### src/rtl/cirq_pkg.sv
package cirq_pkg;

  localparam int DATA_W     = 32;
  localparam int TMR_LINES  = 4;
  localparam int BIT_MBOX   = 4;
  localparam int BIT_PERIPH = 8;
  localparam int BIT_PERF   = 9;

  // byte offsets of the register banks
  localparam int OFS_ROUTE_SET = 'h10;
  localparam int OFS_ROUTE_CLR = 'h14;
  localparam int OFS_TMR_BASE  = 'h40;
  localparam int OFS_PEND_BASE = 'h60;

  typedef logic [TMR_LINES-1:0] tmr_en_t;
  typedef logic [DATA_W-1:0]    word_t;

  // pending word of one core from its source levels and gates
  function automatic word_t assemble_pending(tmr_en_t lines, tmr_en_t en,
                                             logic mbox, logic periph,
                                             logic perf, logic perf_route);
    word_t w;
    w = '0;
    w[TMR_LINES-1:0] = lines & en;
    w[BIT_MBOX]      = mbox;
    w[BIT_PERIPH]    = periph;
    w[BIT_PERF]      = perf & perf_route;
    return w;
  endfunction

  // routing mask after a set and a clear mask are applied
  function automatic word_t route_next(word_t cur, word_t set_m, word_t clr_m);
    return (cur | set_m) & ~clr_m;
  endfunction

endpackage

### src/rtl/cirq_addr_dec.sv
module cirq_addr_dec
  import cirq_pkg::*;
#(
  parameter int NCORES = 4,
  parameter int ADDR_W = 8,
  localparam int IDX_W = $clog2(NCORES)
) (
  input  logic [ADDR_W-1:0] addr,
  output logic              hit_tmr,
  output logic              hit_pend,
  output logic              hit_set,
  output logic              hit_clr,
  output logic [IDX_W-1:0]  idx
);

  localparam logic [ADDR_W-1:0] TMR_A  = ADDR_W'(OFS_TMR_BASE);
  localparam logic [ADDR_W-1:0] PEND_A = ADDR_W'(OFS_PEND_BASE);
  localparam logic [ADDR_W-1:0] SET_A  = ADDR_W'(OFS_ROUTE_SET);
  localparam logic [ADDR_W-1:0] CLR_A  = ADDR_W'(OFS_ROUTE_CLR);
  localparam logic [ADDR_W-3:0] SLOTS  = (ADDR_W-2)'(NCORES);

  function automatic logic in_bank(logic [ADDR_W-1:0] a, logic [ADDR_W-1:0] base);
    logic [ADDR_W-1:0] d;
    d = a - base;
    return (a >= base) && (d[1:0] == 2'b00) && (d[ADDR_W-1:2] < SLOTS);
  endfunction

  assign hit_tmr  = in_bank(addr, TMR_A);
  assign hit_pend = in_bank(addr, PEND_A);
  assign hit_set  = (addr == SET_A);
  assign hit_clr  = (addr == CLR_A);
  // both banks sit on 32-byte boundaries, so the slot is the word index
  assign idx      = addr[IDX_W+1:2];

endmodule

### src/rtl/cirq_cfg_regs.sv
module cirq_cfg_regs
  import cirq_pkg::*;
#(
  parameter int NCORES = 4,
  localparam int IDX_W = $clog2(NCORES)
) (
  input  logic                              clk,
  input  logic                              rst_n,
  input  logic                              wr_tmr,
  input  logic                              wr_set,
  input  logic                              wr_clr,
  input  logic [IDX_W-1:0]                  idx,
  input  word_t                             wdata,
  output logic [NCORES-1:0][TMR_LINES-1:0]  tmr_en,
  output logic [NCORES-1:0]                 route
);

  logic [NCORES-1:0][TMR_LINES-1:0] en_q;
  logic [NCORES-1:0]                route_q;
  word_t                            route_nx;
  logic                             unused_route_hi;

  for (genvar c = 0; c < NCORES; c++) begin : g_en
    always_ff @(posedge clk or negedge rst_n) begin
      if (!rst_n)
        en_q[c] <= '0;
      else if (wr_tmr && idx == IDX_W'(c))
        en_q[c] <= wdata[TMR_LINES-1:0];
    end
  end

  assign route_nx = route_next(word_t'(route_q),
                               wr_set ? wdata : '0,
                               wr_clr ? wdata : '0);
  assign unused_route_hi = ^route_nx[DATA_W-1:NCORES];

  always_ff @(posedge clk or negedge rst_n) begin
    if (!rst_n)
      route_q <= '0;
    else if (wr_set || wr_clr)
      route_q <= route_nx[NCORES-1:0];
  end

  assign tmr_en = en_q;
  assign route  = route_q;

endmodule

### src/rtl/cirq_pend_gen.sv
module cirq_pend_gen
  import cirq_pkg::*;
#(
  parameter int NCORES = 4
) (
  input  logic [NCORES*TMR_LINES-1:0]       tmr_lines,
  input  logic [NCORES-1:0][TMR_LINES-1:0]  tmr_en,
  input  logic [NCORES-1:0]                 mbox_sum,
  input  logic [NCORES-1:0]                 perf_lines,
  input  logic [NCORES-1:0]                 route,
  input  logic                              periph_line,
  output logic [NCORES-1:0][DATA_W-1:0]     pend
);

  for (genvar c = 0; c < NCORES; c++) begin : g_core
    if (c == 0) begin : g_periph
      assign pend[c] = assemble_pending(tmr_lines[c*TMR_LINES +: TMR_LINES],
                                        tmr_en[c], mbox_sum[c], periph_line,
                                        perf_lines[c], route[c]);
    end else begin : g_plain
      assign pend[c] = assemble_pending(tmr_lines[c*TMR_LINES +: TMR_LINES],
                                        tmr_en[c], mbox_sum[c], 1'b0,
                                        perf_lines[c], route[c]);
    end
  end

endmodule

### src/rtl/core_irq_router.sv
module core_irq_router
  import cirq_pkg::*;
#(
  parameter int NCORES = 4,
  parameter int ADDR_W = 8
) (
  input  logic                        clk,
  input  logic                        rst_n,
  input  logic                        bus_we,
  input  logic [ADDR_W-1:0]           bus_addr,
  input  logic [31:0]                 bus_wdata,
  output logic [31:0]                 bus_rdata,
  input  logic [NCORES*4-1:0]         tmr_lines,
  input  logic [NCORES-1:0]           mbox_sum,
  input  logic [NCORES-1:0]           perf_lines,
  input  logic                        periph_line,
  output logic [NCORES-1:0]           core_irq
);

  localparam int IDX_W = $clog2(NCORES);

  logic                             hit_tmr, hit_pend, hit_set, hit_clr;
  logic [IDX_W-1:0]                 idx;
  logic [NCORES-1:0][TMR_LINES-1:0] tmr_en;
  logic [NCORES-1:0]                route;
  logic [NCORES-1:0][DATA_W-1:0]    pend;

  cirq_addr_dec #(.NCORES(NCORES), .ADDR_W(ADDR_W)) u_dec (
    .addr     (bus_addr),
    .hit_tmr  (hit_tmr),
    .hit_pend (hit_pend),
    .hit_set  (hit_set),
    .hit_clr  (hit_clr),
    .idx      (idx)
  );

  cirq_cfg_regs #(.NCORES(NCORES)) u_regs (
    .clk    (clk),
    .rst_n  (rst_n),
    .wr_tmr (bus_we && hit_tmr),
    .wr_set (bus_we && hit_set),
    .wr_clr (bus_we && hit_clr),
    .idx    (idx),
    .wdata  (bus_wdata),
    .tmr_en (tmr_en),
    .route  (route)
  );

  cirq_pend_gen #(.NCORES(NCORES)) u_pend (
    .tmr_lines   (tmr_lines),
    .tmr_en      (tmr_en),
    .mbox_sum    (mbox_sum),
    .perf_lines  (perf_lines),
    .route       (route),
    .periph_line (periph_line),
    .pend        (pend)
  );

  for (genvar c = 0; c < NCORES; c++) begin : g_irq
    assign core_irq[c] = |pend[c];
  end

  always_comb begin
    bus_rdata = '0;
    if (hit_tmr)
      bus_rdata = word_t'(tmr_en[idx]);
    else if (hit_set || hit_clr)
      bus_rdata = word_t'(route);
    else if (hit_pend)
      bus_rdata = pend[idx];
  end

endmodule

### config.mk
export PLATFORM = sky130hd
export DESIGN_NAME = core_irq_router
export DESIGN_NICKNAME = d
export VERILOG_FILES = /design/src/rtl/cirq_pkg.sv /design/src/rtl/cirq_addr_dec.sv /design/src/rtl/cirq_cfg_regs.sv /design/src/rtl/cirq_pend_gen.sv /design/src/rtl/core_irq_router.sv
export SDC_FILE = /design/constraint.sdc
export NUM_CORES = 1
export LEC_CHECK = 0
export ABC_AREA = 1
export BUFFER_PORTS_ARGS = -buffer_cell sky130_fd_sc_hd__buf_2
export CAP_MARGIN = 5
export CORE_UTILIZATION = 30
export CTS_CLUSTER_DIAMETER = 60
export DETAILED_ROUTE_END_ITERATION = 16
export GPL_TIMING_DRIVEN = 0
export PLACE_DENSITY = 0.66
export SETUP_SLACK_MARGIN = 0.2
export SYNTH_ARGS = -nofsm -noshare
export SYNTH_HDL_FRONTEND = slang
export SYNTH_SLANG_ARGS = --single-unit
### constraint.sdc
create_clock -name clk -period 1 [get_ports clk]
set_input_delay 0.15 -clock clk [delete_from_list [all_inputs] [get_ports clk]]
set_output_delay 0.15 -clock clk [all_outputs]
set_load 0.01 [all_outputs]
==> qor.yml, run 1 <==
final_layout:
  utilization: 0.520
  area_growth_pct: 66.0
  final_area_sq_um: 2690
  final_common_cell: "nand2_1"
  layout_common_cells: "96 x nand2_1, 49 x buf_4, 36 x buf_2, 25 x conb_1, 22 x nand2_2"
  antenna_cells: 0
  drive_gt1_frac: 0.478
  layout.nets: 428
worst_hold_path:
  min_path_cells: 3
  hold_start: "bus_wdata[1]"
  worstHoldPathType: "in2reg"
  min_to: "u_regs.route[1]"
logic_synthesis:
  syn_inst: 252
  syn-cell-area_sq_um: 1620
  yosys_warnings: 0
  synth.distinct_cells: 20
  ys_ff_latch: 20
  synth_area_leaders: "dfrtp_1 31%, nand2_1 28%, buf_4 13%"
  synth_top_area_cell: "dfrtp_1"
  synth_top_area_share: 0.309
  yosysSeqAreaShare: 0.309
  avgSynthCellArea_sq_um: 6.43
floorplanning:
  coreArea_sq_um: 5170
  die_width_um: 75.5
  fp-row-count: 26
  die_y_um: 75.5
  boundaryPins: 104
  initial_core_util: 0.313
  die_area_sq_um: 5700
route:
  avgViaCountPerCell: 4.37
  firstDrtPassIters: 4
  drc: 0
  ant_nets: 0
  wl_mm: 5.21
  drtIter0Drc: 125
  vias: 1871
  wl_per_cell_um: 12.2
worst_setup_path:
  critPathKind: "reg2out"
  critical_path_arrival_ps: 1260
  cp_max_fo: 3
  critPathRequiredTime_ps: 850
  worstSetupEndpointType: "output pin"
  reg2reg_depth: 4
  regToRegSetupSlack_ps: 110
  r2r-start: "u_regs.tmr_en[4]"
  rr_endpoint: "u_regs.tmr_en[4]"
  critPathLaunchType: "register"
global_routing:
  grt_pass1_wl_mm: 7.42
  grt_pass1_vias: 1658
  grt.overflow.total: 0
  antenna_found_initial: 0
  grt_max_degree: 21
  grt_use_total: 0.177
cts:
  clockBufferDepth: 2
  clock_latency_ps: 260
  cts_buffers: 3
  root_buffer: "clkbuf_8"
  cts_tree: "built"
  cts.sinks: 20
  cts_max_level: 1
  clk_pin_slew_ps: 70
timing:
  drv_slew: 0
  fin_crit_sh: 1.41
  finalWorstSetupSlack_ps: -415
  finClkSkew_ps: 0
  rsz0062_at_grt: "yes"
  min_period_ps: 1410
  finalHoldViolations: 0
  fmax_mhz: 707
  holdWs_ps: 138
  finalSetupViolations: 11
placement:
  port_buffers: 49
  gp_routability_congestion: 0.938
  place_area_sq_um: 2190
  dp_hpwl_mm: 3.80
outcome:
  outcome: "finished, violations left"
  violations: "setup timing"
power:
  cellLeakagePower_nw: 1.41
  ir_worst_vdd_uv: 355
  total_power_mw: 2.19
  p_per_area_nw_per_um2: 812
flow_run:
  max_cap_viol_count: 0
-- worst max path at each step --
stage                              end  cells after the start  slack [ps]         startpoint
after floorplan           bus_rdata[8]                      6          10        bus_addr[5]
after global placement    bus_rdata[0]                      7        -320        bus_addr[6]
after detailed placement  bus_rdata[0]                      7        -320        bus_addr[6]
after CTS                  core_irq[3]                      5        -400  u_regs.tmr_en[14]
after global routing      bus_rdata[1]                      7        -470   u_regs.tmr_en[1]
final                     bus_rdata[1]                      7        -410   u_regs.tmr_en[5]
-- per-layer routing --
metal / wire (um) / GRT usage / part of all wire / vias up
li1: - / - / - / 961
met1: 2170 / 0.212 / 0.42 / 833
met2: 2640 / 0.321 / 0.51 / 68
met3: 271 / 0.0198 / 0.052 / 9
met4: 129 / 0.0720 / 0.025 / 0
met5: 0 / 0 / 0 / -
-- area by class of cell --
| type | count | area (sq um) |
|---|---|---|
| inverter | 15 | 58.8 |
| tap | 70 | 87.6 |
| multi-input combinational | 213 | 1180 |
| clock buffer | 4 | 55.1 |
| fill | 515 | 2480 |
| sequential | 20 | 500 |
| timing repair buffer | 78 | 578 |
| buffer | 28 | 230 |
-- worst max-delay path, stage by stage (launching register included) --
cell	delay, ps
dfrtp_1	410
nand2_1	80
nand2_1	60
nand2_1	90
nand3_1	80
nand2_1	80
nand3_2	80
buf_6	120
-- power breakdown --
part / internal [mW] / switching [mW] / leakage, nW
Clock: 0.350 / 0.259 / 0.0288
Combinational: 0.335 / 0.355 / 1.12
Sequential: 0.847 / 0.0384 / 0.257
-- flip-flops by register name, indices dropped and copies added, names as in the netlist --
signal	count
u_regs.route	4
u_regs.tmr_en	16
-- cell usage after synthesis --
library cell / n
buf_4: 27
nor3b_1: 3
nor2_2: 2
ha_1: 1
inv_1: 13
inv_2: 2
o21ai_0: 16
nor3_1: 5
dfrtp_1: 20
nand3_2: 4
nand3_1: 13
a21o_1: 1
conb_1: 1
buf_6: 1
nor2_4: 4
a21oi_1: 4
nand2_1: 120
nor2_1: 11
nand4_1: 3
and2_1: 1
-- stage by stage --
| step | setup WS [ps] | setup TNS, ps | instances |
|---|---|---|---|
| 2_1_floorplan | 12.9 | 0 | 276 |
| 3_3_place_gp | -320 | -7080 | 395 |
| 3_5_place_dp | -324 | -7550 | 395 |
| 4_1_cts | -400 | -3860 | 417 |
| 5_1_grt | -473 | -4680 | 428 |
| 6_report | -415 | -3830 | 428 |
-- what timing repair did --
item | in CTS | in global routing
gates resized for setup | 35 | 31
setup endpoints to repair | 31 | 31
hold buffers | 1 | 0
endpoints found under the hold margin | 20 | 0
pin swaps | 42 | 33
buffers inserted | 17 | 11
-- cells by family after synthesis --
| kind of cell | share of synthesized area |
|---|---|
| buffers and inverters | 0.167 |
| AOI/OAI and AO/OA | 0.0664 |
| and+or+nand+nor | 0.448 |
| adders and majority gates | 0.00771 |
| DFF | 0.309 |
| other | 0.00231 |
No activity file was read; power rests on OpenSTA's default activity.
==> run 2: changes to the inputs <==
- CORE_UTILIZATION: 30 -> 27
- PLACE_DENSITY: 0.66 -> 0.61
==> run 2 against run 1 <==
The run still ends with setup timing left. Clock skew unchanged. Clock-buffer cell count unchanged. Non-clock buffer count down 7. Highest routed layer unchanged.
==> qor.yml, run 2 (same netlist as run 1, synthesis figures left out) <==
outcome:
  outcome: "finished, violations left"
  violations: "setup timing"
power:
  p_per_area_nw_per_um2: 816
  power.share.sequential: 0.409
  clkPwrFrac: 0.281
  p_switching_uw: 649
  ir_worst_vdd_uv: 345
  comb_power_share: 0.311
  p_int_mw: 1.52
  swShare: 0.299
  cellLeakagePower_nw: 1.37
  total_power_mw: 2.17
route:
  avgViaCountPerCell: 4.30
  wl_mm: 5.12
  drtIter0Drc: 142
  firstDrtPassIters: 4
  vias: 1820
  wl_per_cell_um: 12.1
  ant_nets: 0
  drc: 0
cts:
  clk_pin_slew_ps: 70
  cts_max_level: 1
  cts_tree: "built"
  clock_latency_ps: 260
  cts_buffers: 3
  root_buffer: "clkbuf_8"
  cts.sinks: 20
  clockBufferDepth: 2
final_layout:
  fill_cells: 581
  layout_common_cells: "93 x nand2_1, 43 x buf_4, 36 x buf_2, 26 x nand2_2, 25 x conb_1"
  seq_area_sq_um: 500
  multi_input_area_sq_um: 1200
  fin_cells: 423
  final_area_sq_um: 2660
  layout.nets: 421
  largest_reg_flops: 16
  antenna_cells: 0
  final_common_cell: "nand2_1"
  drive_gt1_frac: 0.490
  area_growth_pct: 63.8
worst_setup_path:
  critPathLaunchType: "register"
  r2r-start: "u_regs.tmr_en[7]"
  rr_endpoint: "u_regs.tmr_en[7]"
  path_cells: "nand2_2, nand2_2, nor3b_2, nand3_1, buf_2"
  crit_buf_inv: 1
  critPathRequiredTime_ps: 850
  critPathKind: "reg2out"
  reg2reg_depth: 3
  slowest_stage: "dfrtp_1"
  critical_path_arrival_ps: 1250
  max_stage_delay_ps: 420
  regToRegSetupSlack_ps: 200
  crit_family: "simple AND/OR/NAND/NOR gates"
  worstSetupEndpointType: "output pin"
  cp_max_fo: 3
  crit_top_cell: "nand2_2"
floorplanning:
  coreArea_sq_um: 5640
  initial_core_util: 0.287
  die_width_um: 79.5
  boundaryPins: 104
  die_area_sq_um: 6320
  fp-row-count: 27
  die_y_um: 79.5
timing:
  min_period_ps: 1400
  finClkSkew_ps: 0
  fin_crit_sh: 1.40
  finalWorstSetupSlack_ps: -398
  finalHoldViolations: 0
  finalSetupViolations: 12
  rsz0062_at_grt: "yes"
  fmax_mhz: 715
  drv_slew: 0
worst_hold_path:
  hold_start: "bus_wdata[2]"
  min_to: "u_regs.route[2]"
  worstHoldPathType: "in2reg"
  min_path_cells: 3
placement:
  dpl.cell_count: 397
  gp_routability_congestion: 0.863
  dp_hpwl_mm: 3.87
  port_buffers: 49
  place_area_sq_um: 2200
global_routing:
  grt.overflow.total: 0
  grt_pass1_vias: 1697
  antenna_found_initial: 0
  grt_max_degree: 21
  grt_pass1_wl_mm: 7.98
  grt_use_total: 0.166
flow_run:
  max_cap_viol_count: 0
[run 2: cell types whose count changed in the layout (fill, tap and decap cells not counted), sizes merged]
cell  change
buf       -7
[run 2: worst max-delay path by stage]
stage,cells after the start,startpoint,to
global placement,10,bus_addr[3],bus_rdata[1]
global route,5,u_regs.tmr_en[13],core_irq[3]
CTS,5,u_regs.tmr_en[13],core_irq[3]
floorplan,6,bus_addr[5],bus_rdata[8]
finish,5,u_regs.tmr_en[13],core_irq[3]
detailed placement,7,bus_addr[6],bus_rdata[0]
[run 2: cell type report]
cell class | count | area share
Sequential cell | 20 | 0.188
Inverter | 15 | 0.0221
Timing Repair Buffer | 71 | 0.196
Tap cell | 72 | 0.0339
Clock buffer | 4 | 0.0207
Multi-Input combinational cell | 213 | 0.454
Buffer | 28 | 0.0848
[run 2: what timing repair did]
action,CTS,global route
pin swaps,35,38
endpoints found under the setup margin,31,31
resized for setup,32,41
buffers inserted,11,9
cloned,0,1
hold buffers,1,0
endpoints found under the hold margin,20,0
[run 2: layer usage]
layer / wire length, um / GRT usage / share of wire
met1: 2180 / 0.202 / 0.43
met2: 2470 / 0.291 / 0.48
met3: 371 / 0.0309 / 0.073
met4: 96 / 0.0564 / 0.019
met5: 0 / 0 / 0
[run 2: power by group through the flow]
stage / Sequential, mW / Combinational [mW] / Clock (mW)
after floorplan: 0.885 / 0.348 / 0
after global placement: 0.899 / 0.521 / 0
after detailed placement: 0.900 / 0.526 / 0
after CTS: 0.881 / 0.601 / 0.614
after global routing: 0.888 / 0.743 / 0.654
final: 0.886 / 0.674 / 0.608
[run 2: tightest hold or removal path: stages]
cell and delay, ps:
buf_2 110, nand2_2 50, a21oi_2 50
[run 2: metrics by stage]
step                      setup WS [ps]  TNS [ps]  utilization  hold WS [ps]
after floorplan                    12.9         0            -          -146
after global placement             -326     -7150        0.389           119
after detailed placement           -361     -7830        0.389           120
after CTS                          -404     -3760        0.436           140
after global routing               -489     -5570        0.471           147
final                              -398     -3720        0.471           132
